### config.mk
export PLATFORM = sky130hd
export DESIGN_NAME = spec_store_throttle
export DESIGN_NICKNAME = d
export VERILOG_FILES = /design/src/rtl/sst_pkg.sv /design/src/rtl/sst_mode_reg.sv /design/src/rtl/sst_event_counter.sv /design/src/rtl/sst_backup_timer.sv /design/src/rtl/spec_store_throttle.sv
export SDC_FILE = /design/constraint.sdc
export NUM_CORES = 1
export LEC_CHECK = 0
export CORE_UTILIZATION = 54
export CTS_CLUSTER_SIZE = 8
export DETAILED_ROUTE_END_ITERATION = 7
export PLACE_DENSITY = 0.75
export REMOVE_ABC_BUFFERS = 1
export SLEW_MARGIN = 30
export SYNTH_ARGS = -nofsm -noshare
export SYNTH_HDL_FRONTEND = slang
export SYNTH_SLANG_ARGS = --single-unit
### constraint.sdc
create_clock -name clk -period 2.1 [get_ports clk]
set_input_delay 0.42 -clock clk [delete_from_list [all_inputs] [get_ports clk]]
set_output_delay 0.42 -clock clk [all_outputs]
set_load 0.01 [all_outputs]
### src/rtl/sst_pkg.sv
package sst_pkg;

  typedef enum logic [1:0] {
    MODE_OFF      = 2'b00,
    MODE_PERIODIC = 2'b01,
    MODE_FULL     = 2'b10,
    MODE_FULL_ALT = 2'b11
  } sst_mode_e;

  // Full-time for both upper encodings.
  function automatic logic mode_is_full(input logic [1:0] m);
    return m[1];
  endfunction

  function automatic logic mode_is_periodic(input logic [1:0] m);
    return m == MODE_PERIODIC;
  endfunction

  function automatic logic mode_is_off(input logic [1:0] m);
    return m == MODE_OFF;
  endfunction

endpackage

### src/rtl/sst_mode_reg.sv
module sst_mode_reg
  import sst_pkg::*;
(
  input  logic       clk,
  input  logic       rst_n,
  input  logic [1:0] mode_sel,
  output logic [1:0] mode_q,
  output logic       is_off,
  output logic       is_periodic,
  output logic       is_full
);

  logic [1:0] mode_r;

  always_ff @(posedge clk) begin
    if (!rst_n) begin
      mode_r <= MODE_OFF;
    end else begin
      mode_r <= mode_sel;
    end
  end

  always_comb begin
    mode_q      = mode_r;
    is_off      = mode_is_off(mode_r);
    is_periodic = mode_is_periodic(mode_r);
    is_full     = mode_is_full(mode_r);
  end

endmodule

### src/rtl/sst_event_counter.sv
module sst_event_counter #(
  parameter int EVT_W      = 8,
  parameter int EVT_THRESH = 128
) (
  input  logic             clk,
  input  logic             rst_n,
  input  logic             enable,
  input  logic             up_pulse,
  input  logic             down_pulse,
  output logic [EVT_W-1:0] count_q,
  output logic             over_thresh
);

  localparam logic [EVT_W-1:0] CNT_MAX = {EVT_W{1'b1}};
  localparam logic [EVT_W-1:0] CNT_MIN = '0;
  localparam logic [EVT_W-1:0] THRESH  = EVT_W'(EVT_THRESH);

  logic [EVT_W-1:0] cnt_r;
  logic [EVT_W-1:0] cnt_nxt;
  logic             at_max;
  logic             at_min;

  always_comb begin
    at_max  = cnt_r == CNT_MAX;
    at_min  = cnt_r == CNT_MIN;
    cnt_nxt = cnt_r;
    if (!enable) begin
      cnt_nxt = '0;
    end else begin
      unique case ({up_pulse, down_pulse})
        2'b10:   cnt_nxt = at_max ? cnt_r : cnt_r + 1'b1;
        2'b01:   cnt_nxt = at_min ? cnt_r : cnt_r - 1'b1;
        default: cnt_nxt = cnt_r;
      endcase
    end
  end

  always_ff @(posedge clk) begin
    if (!rst_n) begin
      cnt_r <= '0;
    end else begin
      cnt_r <= cnt_nxt;
    end
  end

  assign count_q     = cnt_r;
  assign over_thresh = cnt_r >= THRESH;

endmodule

### src/rtl/sst_backup_timer.sv
module sst_backup_timer #(
  parameter int TIMER_W    = 21,
  parameter int WINDOW_LEN = 16384
) (
  input  logic               clk,
  input  logic               rst_n,
  input  logic               run,
  input  logic               clear,
  output logic [TIMER_W-1:0] count_q,
  output logic               in_window
);

  localparam logic [TIMER_W-1:0] WIN_END = TIMER_W'(WINDOW_LEN);

  logic [TIMER_W-1:0] tmr_r;

  always_ff @(posedge clk) begin
    if (!rst_n) begin
      tmr_r <= '0;
    end else if (clear) begin
      tmr_r <= '0;
    end else if (run) begin
      tmr_r <= tmr_r + 1'b1;
    end
  end

  assign count_q   = tmr_r;
  assign in_window = tmr_r < WIN_END;

endmodule

### src/rtl/spec_store_throttle.sv
module spec_store_throttle #(
  parameter int EVT_W      = 8,
  parameter int EVT_THRESH = 128,
  parameter int TIMER_W    = 21,
  parameter int WINDOW_LEN = 16384
) (
  input  logic       clk,
  input  logic       rst_n,
  input  logic [1:0] mode_sel,
  input  logic       mispredict,
  input  logic       cond_retire,
  output logic       block_spec_store
);

  logic [1:0]         mode_q;
  logic               is_off;
  logic               is_periodic;
  logic               is_full;
  logic [EVT_W-1:0]   evt_count;
  logic               evt_over;
  logic [TIMER_W-1:0] bk_count;
  logic               bk_window;

  sst_mode_reg u_mode (
    .clk         (clk),
    .rst_n       (rst_n),
    .mode_sel    (mode_sel),
    .mode_q      (mode_q),
    .is_off      (is_off),
    .is_periodic (is_periodic),
    .is_full     (is_full)
  );

  sst_event_counter #(
    .EVT_W      (EVT_W),
    .EVT_THRESH (EVT_THRESH)
  ) u_evt (
    .clk         (clk),
    .rst_n       (rst_n),
    .enable      (is_periodic),
    .up_pulse    (mispredict),
    .down_pulse  (cond_retire),
    .count_q     (evt_count),
    .over_thresh (evt_over)
  );

  sst_backup_timer #(
    .TIMER_W    (TIMER_W),
    .WINDOW_LEN (WINDOW_LEN)
  ) u_bk (
    .clk       (clk),
    .rst_n     (rst_n),
    .run       (is_periodic),
    .clear     (is_off),
    .count_q   (bk_count),
    .in_window (bk_window)
  );

  assign block_spec_store = is_full | (is_periodic & (evt_over | bk_window));

endmodule

==> results.json <==
{
  "drc_errors": 0,
  "routed-via-count": 1730,
  "postLayoutSetupSlackWorst_ps": -2.22,
  "worst-endpoint-arrival_ps": 1680,
  "yosysTopAreaCellShare_pct": 34.5,
  "cts-hold-fix-buffers": 0,
  "worst-endpoint-required_ps": 1680,
  "drive_above_1_share_pct": 21.2,
  "fmax_ghz": 0.476,
  "synth.ff_latch_count": 31,
  "io_pins": 7,
  "deepest_clock_path_buffer_count": 2,
  "rsz_0062_raised_after_global_routing": "true",
  "finalCoreUtilization_pct": 70.8,
  "worstPathCellList": "or4_4, nor4_4, o21ai_1, nand2b_1, buf_2",
  "synth.cell_area_sq_um": 1800,
  "synth_top_flop_cell": "dfxtp_1",
  "cp_max_fo": 2,
  "clk_pin_slew_worst_paths_ps": 100,
  "viasPerCell": 5.88,
  "dpl.cell_count": 285,
  "flow.area_growth_from_synthesis_pct": 22.1,
  "synthArstFlopShare_pct": 0,
  "cts-root-buf": "clkbuf_4",
  "worst-r2r-setup-slack_ps": 230,
  "antenna-diode-count": 0,
  "syn-mean-instance-area_sq_um": 8.11,
  "globalRouteTotalUtil_pct": 27.9,
  "core_sq_um": 3100,
  "worst_pin_slew_ps": 491,
  "timing.setup.critical_path_class": "register to output pin",
  "slowest_delay_ps": 540,
  "cp.depth": 5,
  "timing.max_slew.rel_slack_pct": 67.2,
  "hp-class": "register to register",
  "period_needed_ps": 2100,
  "dpl-instance-area_sq_um": 2030,
  "grt_first_pass_wirelength_mm": 7.45,
  "timing.critical_path.max_delay_family": "simple AND/OR/NAND/NOR gates",
  "ff2ff_path_depth": 5,
  "worst_path_max_delay_cell": "or4_4",
  "gp_congestion": 0.934,
  "synth-edff-count": 0,
  "synth.distinct_cells": 50,
  "detail_route.first_pass.iterations": 4,
  "layout_common_cells": "30 x dfxtp_1, 26 x nor2_1, 24 x buf_4",
  "route.final.wire_length_mm": 4.32,
  "synth_top_cells_by_area": "dfxtp_1 34%, xnor2_1 6.3%, nor2_1 5.4%",
  "critPathCaptureType": "output pin",
  "timing.hold.worst_path_depth": 2,
  "port_buffers": 6,
  "finalClockSkew_ps": 3.55,
  "sum_of_negative_setup_slack_ps": -2.22,
  "antenna_found_initial": 0,
  "setup_violations": 1,
  "cell_area_power_density_nw_per_um2": 567,
  "instances_no_fill": 294,
  "grt_overflow_total": 0,
  "p_leak_nw": 0.802,
  "clock_tree_from_tritoncts": "yes",
  "max_vdd_drop_uv": 442,
  "timing.critical_path.buf_inv": 1,
  "post_synth_inst_count": 222,
  "cts-buffers-inserted": 5,
  "dieHeight_microns": 59.7,
  "numClockSinks": 31,
  "grt_max_degree": 20,
  "ys.warnings.count": 0,
  "p_total_mw": 1.25,
  "vias_in_the_first_global_route": 1661,
  "clock_tree.htree_level_count": 2,
  "drtIter0Drc": 88,
  "cap_viol_max_count": 0,
  "synth_sequential_area_ratio_pct": 34.5,
  "die_area_sq_um": 3570,
  "status": "finished with violations",
  "report.final.slew_viol_count": 0,
  "die_w_microns": 59.7,
  "final_antenna_net_count": 0,
  "detailed_placer_s_ending_hpwl_mm": 3.02,
  "mostFrequentLayoutCell": "dfxtp_1",
  "layout.nets": 260,
  "period_share_pct": 100,
  "report.final.hold_viol_count": 0,
  "violated_checks": "negative setup slack",
  "std_cell_rows": 20,
  "clkLatencyLatePin_ps": 330,
  "startpoint_type": "register",
  "initial_core_util_pct": 58.0,
  "route.detailed.wl_per_inst_microns": 14.7,
  "synth_largest_area_cell": "dfxtp_1",
  "fin_area_sq_um": 2200
}
[tightest hold or removal path: stages (launching register included)]
cell and delay [ps]:
dfxtp_1 340, o21ai_0 70, a21oi_1 60
[cell type report]
class / count / area (sq um)
inverter: 9 / 33.8
clock buffer: 6 / 51.3
fill: 249 / 905
sequential: 31 / 622
timing repair buffer: 31 / 244
multi-input combinational: 171 / 1160
clock inverter: 2 / 35.0
tap: 44 / 55.1
[through the flow]
stage / setup slack (ps) / hold slack (ps)
after floorplan: -249 / 459
final: -2.22 / 508
after global placement: -453 / 468
after CTS: -155 / 508
after global routing: -101 / 510
after detailed placement: -508 / 492
[what timing repair did]
| action | 4_1_cts | 5_1_grt |
|---|---|---|
| endpoints found under the setup margin | 9 | 1 |
| pin swaps | 3 | 2 |
| resized for setup | 25 | 0 |
| buffers inserted | 1 | 0 |
[cells by family (layout without fill, tap and decap cells)]
logic type	count (synthesis)	count (layout)	synth area share, %
xor+xnor	21	21	10.2
flops	31	31	34.5
buf+inv	20	48	5.28
fa+ha+maj	5	5	3.47
simple gates	99	99	29.4
compound gates	46	46	17.2
[flip-flops by register name, indices dropped and copies added, names as in the netlist]
| signal | cells |
|---|---|
| u_bk.count_q | 21 |
| u_evt.count_q | 8 |
| u_mode.mode_q | 2 |
[layer usage]
layer / wire length, microns / track usage [%] / vias to the layer above
li1: - / - / 845
met1: 2030 / 35.9 / 827
met2: 2020 / 45.1 / 49
met3: 162 / 6.06 / 9
met4: 102 / 11.6 / 0
met5: 0 / 0 / -
[where the power goes]
part	total [mW]	leakage, nW	internal (mW)	switching [mW]
combinational	0.142	0.503	0.0714	0.0706
clock	0.501	0.0482	0.281	0.219
sequential	0.604	0.251	0.593	0.0109
[Yosys cell counts (2+ instances only)]
library cell  number
nand2_1           16
nand2b_1           2
and3_1             4
o211ai_1           2
nand4_1            5
a21oi_1           13
xor2_1             8
clkbuf_1           2
dfxtp_1           31
buf_2              7
nor2b_1            5
xnor2_1           13
nor2_1            26
nor4_1             3
inv_1              9
a41o_1             2
nand3_1            7
o21ai_0           12
or3_1              6
and2_1             7
ha_1               5
and4_1             2
nor3_1             7
or4_1              2
[worst paths after layout]
| path | start | to |
|---|---|---|
| hold / removal | u_bk.count_q[12]$_SDFFE_PP0P_ | u_bk.count_q[12]$_SDFFE_PP0P_ |
| setup / recovery | u_bk.count_q[16]$_SDFFE_PP0P_ | block_spec_store |
| hold reg to reg | u_bk.count_q[12]$_SDFFE_PP0P_ | u_bk.count_q[12]$_SDFFE_PP0P_ |
| setup reg to reg | u_evt.count_q[3]$_SDFFE_PN0P_ | u_evt.count_q[7]$_SDFFE_PN0P_ |
No activity file was read; power rests on OpenSTA's default activity.
